--- src/rtl/cfgn_pkg.sv ---
package cfgn_pkg;
  localparam int unsigned DEF_IN_W    = 256;
  localparam int unsigned DEF_OUT_W   = 32;
  localparam int unsigned DEF_DEPTH   = 8;
endpackage

--- src/rtl/cfgn_beat_fifo.sv ---
module cfgn_beat_fifo #(
  parameter int unsigned ENTRY_W = 265,
  parameter int unsigned DEPTH   = 8
) (
  input  logic               clk,
  input  logic               rst_n,
  input  logic               push,
  input  logic [ENTRY_W-1:0] wr_entry,
  input  logic               pop,
  output logic [ENTRY_W-1:0] rd_entry,
  output logic               empty,
  output logic               full
);
  localparam int unsigned PTR_W = (DEPTH > 1) ? $clog2(DEPTH) : 1;
  localparam int unsigned CNT_W = $clog2(DEPTH + 1);
  localparam logic [PTR_W-1:0] LAST_SLOT = PTR_W'(DEPTH - 1);

  logic [ENTRY_W-1:0] slots [DEPTH];
  logic [PTR_W-1:0]   wr_ptr, rd_ptr;
  logic [CNT_W-1:0]   fill;

  function automatic logic [PTR_W-1:0] step(input logic [PTR_W-1:0] p);
    return (p == LAST_SLOT) ? '0 : p + 1'b1;
  endfunction

  assign empty    = (fill == '0);
  assign full     = (fill == CNT_W'(DEPTH));
  assign rd_entry = slots[rd_ptr];

  always_ff @(posedge clk) begin
    if (push) slots[wr_ptr] <= wr_entry;
  end

  always_ff @(posedge clk) begin
    if (!rst_n) begin
      wr_ptr <= '0;
      rd_ptr <= '0;
      fill   <= '0;
    end else begin
      if (push) wr_ptr <= step(wr_ptr);
      if (pop)  rd_ptr <= step(rd_ptr);
      fill <= fill + CNT_W'(push) - CNT_W'(pop);
    end
  end

  AST_NO_OVERFLOW: assert property (@(posedge clk) disable iff (!rst_n) full |-> !push);
  AST_NO_UNDERFLOW: assert property (@(posedge clk) disable iff (!rst_n) empty |-> !pop);
endmodule

--- src/rtl/cfgn_lane_serializer.sv ---
module cfgn_lane_serializer #(
  parameter int unsigned IN_W  = 256,
  parameter int unsigned OUT_W = 32
) (
  input  logic                          clk,
  input  logic                          rst_n,
  input  logic                          head_avail,
  input  logic [IN_W-1:0]               head_data,
  input  logic [IN_W/OUT_W-1:0]         head_lanes,
  input  logic                          head_last,
  output logic                          head_take,
  output logic [OUT_W-1:0]              cfg_data_o,
  output logic                          cfg_we_o,
  output logic                          done_o
);
  localparam int unsigned LANES = IN_W / OUT_W;

  logic [IN_W-1:0]  cur_data;
  logic [LANES-1:0] cur_lanes;
  logic             cur_last;
  logic             cur_vld;
  logic             out_last_q;

  // lowest pending lane as a one-hot vector
  function automatic logic [LANES-1:0] low_onehot(input logic [LANES-1:0] m);
    return m & (~m + 1'b1);
  endfunction

  function automatic logic [OUT_W-1:0] lane_word(input logic [IN_W-1:0] d,
                                                 input logic [LANES-1:0] oh);
    logic [OUT_W-1:0] w;
    w = '0;
    for (int k = 0; k < LANES; k++) begin
      if (oh[k]) w = w | d[k*OUT_W +: OUT_W];
    end
    return w;
  endfunction

  logic [LANES-1:0] pick;
  logic [LANES-1:0] remain;
  logic             beat_end;
  logic             word_emit;

  assign pick      = low_onehot(cur_lanes);
  assign remain    = cur_lanes & ~pick;
  assign word_emit = cur_vld;
  assign beat_end  = cur_vld && (remain == '0);
  assign head_take = head_avail && (!cur_vld || beat_end);

  always_ff @(posedge clk) begin
    if (!rst_n) begin
      cur_vld   <= 1'b0;
      cur_lanes <= '0;
      cur_last  <= 1'b0;
      cur_data  <= '0;
    end else if (head_take) begin
      cur_vld   <= 1'b1;
      cur_data  <= head_data;
      cur_lanes <= head_lanes;
      cur_last  <= head_last;
    end else if (beat_end) begin
      cur_vld   <= 1'b0;
    end else if (cur_vld) begin
      cur_lanes <= remain;
    end
  end

  always_ff @(posedge clk) begin
    if (!rst_n) begin
      cfg_we_o   <= 1'b0;
      cfg_data_o <= '0;
      out_last_q <= 1'b0;
      done_o     <= 1'b0;
    end else begin
      cfg_we_o   <= word_emit;
      cfg_data_o <= word_emit ? lane_word(cur_data, pick) : '0;
      out_last_q <= beat_end && cur_last;
      done_o     <= cfg_we_o && out_last_q;
    end
  end

  AST_NO_BUBBLE: assert property (@(posedge clk) disable iff (!rst_n) cur_vld |=> cfg_we_o);
  AST_DONE_SINGLE: assert property (@(posedge clk) disable iff (!rst_n) done_o |=> !done_o);
  AST_DONE_AFTER_WRITE: assert property (@(posedge clk) disable iff (!rst_n) $rose(done_o) |-> $past(cfg_we_o));
endmodule

--- src/rtl/cfgn_width_reducer.sv ---
module cfgn_width_reducer
  import cfgn_pkg::*;
#(
  parameter int unsigned IN_W  = DEF_IN_W,
  parameter int unsigned OUT_W = DEF_OUT_W,
  parameter int unsigned DEPTH = DEF_DEPTH
) (
  input  logic              clk,
  input  logic              rst_n,
  input  logic              start_i,
  input  logic [IN_W-1:0]   s_tdata,
  input  logic [IN_W/8-1:0] s_tkeep,
  input  logic              s_tlast,
  input  logic              s_tvalid,
  output logic              s_tready,
  output logic [OUT_W-1:0]  cfg_data_o,
  output logic              cfg_we_o,
  output logic              done_o
);
  localparam int unsigned LANES   = IN_W / OUT_W;
  localparam int unsigned KEEP_W  = IN_W / 8;
  localparam int unsigned BPL     = OUT_W / 8;
  localparam int unsigned ENTRY_W = IN_W + LANES + 1;

  // lanes to write for a beat: all on inner beats, keep-qualified on the final one
  function automatic logic [LANES-1:0] lanes_of(input logic [KEEP_W-1:0] keep,
                                                input logic last);
    logic [LANES-1:0] m;
    for (int k = 0; k < LANES; k++) begin
      m[k] = last ? (|keep[k*BPL +: BPL]) : 1'b1;
    end
    m[0] = 1'b1;
    return m;
  endfunction

  logic armed_q;
  logic fifo_full, fifo_empty;
  logic beat_acc, last_acc;
  logic head_take;
  logic [ENTRY_W-1:0] wr_entry, rd_entry;

  assign s_tready = armed_q && !fifo_full;
  assign beat_acc = s_tvalid && s_tready;
  assign last_acc = beat_acc && s_tlast;
  assign wr_entry = {s_tlast, lanes_of(s_tkeep, s_tlast), s_tdata};

  always_ff @(posedge clk) begin
    if (!rst_n)        armed_q <= 1'b0;
    else if (last_acc) armed_q <= 1'b0;
    else if (start_i)  armed_q <= 1'b1;
  end

  cfgn_beat_fifo #(.ENTRY_W(ENTRY_W), .DEPTH(DEPTH)) fifo_i (
    .clk      (clk),
    .rst_n    (rst_n),
    .push     (beat_acc),
    .wr_entry (wr_entry),
    .pop      (head_take),
    .rd_entry (rd_entry),
    .empty    (fifo_empty),
    .full     (fifo_full)
  );

  cfgn_lane_serializer #(.IN_W(IN_W), .OUT_W(OUT_W)) ser_i (
    .clk        (clk),
    .rst_n      (rst_n),
    .head_avail (!fifo_empty),
    .head_data  (rd_entry[IN_W-1:0]),
    .head_lanes (rd_entry[IN_W +: LANES]),
    .head_last  (rd_entry[ENTRY_W-1]),
    .head_take  (head_take),
    .cfg_data_o (cfg_data_o),
    .cfg_we_o   (cfg_we_o),
    .done_o     (done_o)
  );

  AST_CLOSE_AFTER_LAST: assert property (@(posedge clk) disable iff (!rst_n) last_acc |=> !s_tready);
  AST_STAY_CLOSED: assert property (@(posedge clk) disable iff (!rst_n) (!s_tready && !start_i && !fifo_full) |=> !s_tready);
endmodule

--- config.mk ---
export PLATFORM = sky130hd
export DESIGN_NAME = cfgn_width_reducer
export DESIGN_NICKNAME = d
export VERILOG_FILES = /design/src/rtl/cfgn_pkg.sv /design/src/rtl/cfgn_beat_fifo.sv /design/src/rtl/cfgn_lane_serializer.sv /design/src/rtl/cfgn_width_reducer.sv
export SDC_FILE = /design/constraint.sdc
export NUM_CORES = 2
export LEC_CHECK = 0
export ABC_AREA = 1
export BUFFER_PORTS_ARGS = -buffer_cell sky130_fd_sc_hd__buf_4
export CORE_MARGIN = 1
export CORE_UTILIZATION = 50
export DETAILED_ROUTE_END_ITERATION = 12
export MAX_ROUTING_LAYER = met4
export PLACE_DENSITY = 0.76
export REMOVE_ABC_BUFFERS = 1
export SYNTH_ARGS = -nofsm -noshare
export SYNTH_HDL_FRONTEND = slang
export SYNTH_HIERARCHICAL = 1
export SYNTH_SLANG_ARGS = --single-unit
--- constraint.sdc ---
create_clock -name clk -period 23 [get_ports clk]
set_input_delay 4.6 -clock clk [delete_from_list [all_inputs] [get_ports clk]]
set_output_delay 4.6 -clock clk [all_outputs]
set_load 0.01 [all_outputs]
==> impl_metrics.env <==
export IMPL_grt_setup_unrepaired="false"
export IMPL_async_flop_share=0
export IMPL_vias_per_cell=5.202
export IMPL_worst_pin_slew_ps=1322
export IMPL_drc=0
export IMPL_final_hold_viol_count=0
export IMPL_worstHoldPathCells=2
export IMPL_fp_dieH_um=460.2
export IMPL_maxSlewHeadroom=0.1184
export IMPL_cts_root_buf="clkbuf_16"
export IMPL_fin_skew_ps=54.71
export IMPL_path_max_fanout=46
export IMPL_place_hpwl_um=145700
export IMPL_whs_ps=450.3
export IMPL_grt_pass1_wl_um=410200
export IMPL_fp_row_count=167
export IMPL_cts_made_buffers=231
export IMPL_dieArea_um2=211800
export IMPL_tns_ps=0
export IMPL_grt_max_degree=228
export IMPL_tritoncts="yes"
export IMPL_dr_pass1_iters=6
export IMPL_initial_utilization=0.5049
export IMPL_cts_clk_slew_worst_paths_ps=60
export IMPL_reg2reg_setup_slack_ps=17120
export IMPL_synth_most_common_cell="nand2_1"
export IMPL_ys_warn_count=6
export IMPL_num_vias=73540
export IMPL_antenna_found_initial=84
export IMPL_path_common_cell="buf_4"
export IMPL_htree_levels=4
export IMPL_final_core_util=0.5636
export IMPL_setup_viol=0
export IMPL_die_w_um=460.2
export IMPL_critPathKind="in -> reg"
export IMPL_grt_overflow=0
export IMPL_drv_slew=0
export IMPL_drtIter0Drc=8259
export IMPL_fin_nets=11360
export IMPL_yosysTopAreaCell="edfxtp_1"
export IMPL_clk_path_buf_depth=3
export IMPL_drv_cap=0
export IMPL_power_share_switching=0.3456
export IMPL_power_density_nw_per_um2=107.1
export IMPL_leakagePower_nw=52.54
export IMPL_wl_per_cell_um=19.28
export IMPL_synth_distinct_cells=32
export IMPL_syn_avg_cell_area_um2=9.592
export IMPL_synth_edf_count=2120
export IMPL_synth_area_leaders="edfxtp_1, nand2_1, inv_1"
export IMPL_stdcell_count=14140
export IMPL_gp_congestion=0.8131
export IMPL_yosysSeqAreaShare=0.6666
export IMPL_crit_slowest_cell="buf_4"
export IMPL_synthTopCellsByCount="nand2_1, inv_1, edfxtp_1"
export IMPL_post_route_cells_drive_above_1_share=0.07226
export IMPL_cts_setup_buffers=0
export IMPL_hold_path_class="reg -> reg"
export IMPL_intPower_mw=8.213
export IMPL_reg2reg_depth=12
export IMPL_arrival_ps=8760
export IMPL_p_switching_mw=4.338
export IMPL_synthCells=10940
export IMPL_holdPathEnd="ser_i/out_last_q"
export IMPL_grt_pass1_vias=72020
export IMPL_clk_latency_ps=880
export IMPL_cp_startpoint="s_tvalid"
export IMPL_crit_required_ps=23490
export IMPL_syn2layout_area_growth_pct=11.63
export IMPL_ant_nets=0
export IMPL_critPathMaxStageDelay_ps=850
export IMPL_seqPwrFrac=0.420
export IMPL_combPwrFrac=0.271
export IMPL_yosys_most_used_dff="edfxtp_1"
export IMPL_ys_ff_latch=2435
export IMPL_hold_buffers=0
export IMPL_grtUsageTotal=0.2621
export IMPL_crit_family="buffers and inverters"
export IMPL_num_io_pins=328
export IMPL_hold_start="ser_i/cur_last"
export IMPL_endpoint_kind="flip-flop"
export IMPL_path_cells="buf_4, and3_1, nand2_1, nor2_4, buf_4, buf_4, buf_4, buf_4"
export IMPL_cts_resized=0
export IMPL_fin_crit_ps=8278
export IMPL_peakVddDrop_mv=0.09653
export IMPL_io_buffer_count=323
export IMPL_pwr_share_clk=0.310
export IMPL_crit_buf_inv=5
export IMPL_max_clock_freq_ghz=0.1208
export IMPL_synth_area_um2=105000
export IMPL_cts_num_sinks=2435
export IMPL_netlist_area_leader_share=0.6065
export IMPL_outcome="complete, no violations"
export IMPL_post_place_cells=13610
export IMPL_rr_endpoint="ser_i/cur_data[60]"
export IMPL_core_um2=207900
export IMPL_min_period_over_period=0.3599
export IMPL_wl_um=272500
export IMPL_startpoint_type="input port"
power by group through the flow:
stage | Combinational [mW] | Sequential [mW] | Clock, mW
floorplan | 2.80 | 5.51 | 0
global placement | 3.22 | 5.34 | 0
detailed placement | 3.32 | 5.35 | 0
CTS | 3.35 | 5.26 | 3.92
global route | 3.75 | 5.29 | 4.09
finish | 3.40 | 5.27 | 3.89
stage by stage:
step | setup WS, ps | instance area (µm²) | total power, mW
6_report | 14720 | 117200 | 12.55
5_1_grt | 14610 | 117100 | 13.13
4_1_cts | 14730 | 117000 | 12.54
3_5_place_dp | 13830 | 109000 | 8.672
3_3_place_gp | 13890 | 109000 | 8.563
2_1_floorplan | -42750 | 102100 | 8.317
worst max-delay path by stage:
stage	end	cells past startpoint
6_report	fifo_i/slots[3][159]	8
5_1_grt	fifo_i/slots[3][159]	8
4_1_cts	fifo_i/slots[3][159]	8
3_5_place_dp	fifo_i/slots[3][159]	8
3_3_place_gp	fifo_i/slots[3][159]	8
2_1_floorplan	ser_i/cur_lanes[1]	8
cell type report:
cell class	instances	area, µm²
inverters	2221	8368
flip-flops and latches	2435	69990
well taps	2788	3488
diodes	83	207.7
fillers	16520	90740
repair buffers	410	3248
clock inverters	110	1247
multi-input cells	5755	23950
clock buffers	334	6671
cells in the final DEF, fill, tap and decap left out, drive strengths merged, types with 70 or more instances in the layout:
master / n
nand3: 1176
nor2: 560
diode: 83
clkinv: 70
clkbuf: 334
dfxtp: 315
buf: 410
edfxtp: 2120
nand2: 3587
o21ai: 293
inv: 2230
worst min-delay path: stages, from the launching register on:
cell and delay (ps):
dfxtp_1 310, nand2_1 60, nor2_1 40
sequential cells by signal, summed over array words and instances, names as in the netlist, 3 cells and up, named ones only:
| register | cells |
|---|---|
| fifo_i/fill | 4 |
| fifo_i/rd_ptr | 3 |
| fifo_i/slots | 2120 |
| fifo_i/wr_ptr | 3 |
| ser_i/cfg_data_o | 32 |
| ser_i/cur_data | 256 |
| ser_i/cur_lanes | 8 |
cells by family after synthesis:
logic type | after synthesis | share of synthesized area
buffers and inverters | 2760 | 0.1065
other | 1 | 0.00003573
AOI/OAI and AO/OA | 374 | 0.01826
DFF | 2435 | 0.6666
adders and majority gates | 11 | 0.001383
and+or+nand+nor | 5362 | 0.2073
layer usage:
metal	GRT usage	up-vias	share of wire
met4	0.1459	0	0.048
met3	0.05159	559	0.092
li1	-	34530	-
met2	0.4263	3294	0.48
met5	-	-	0
met1	0.3053	35160	0.38
Power figures use the tool's default switching activity.
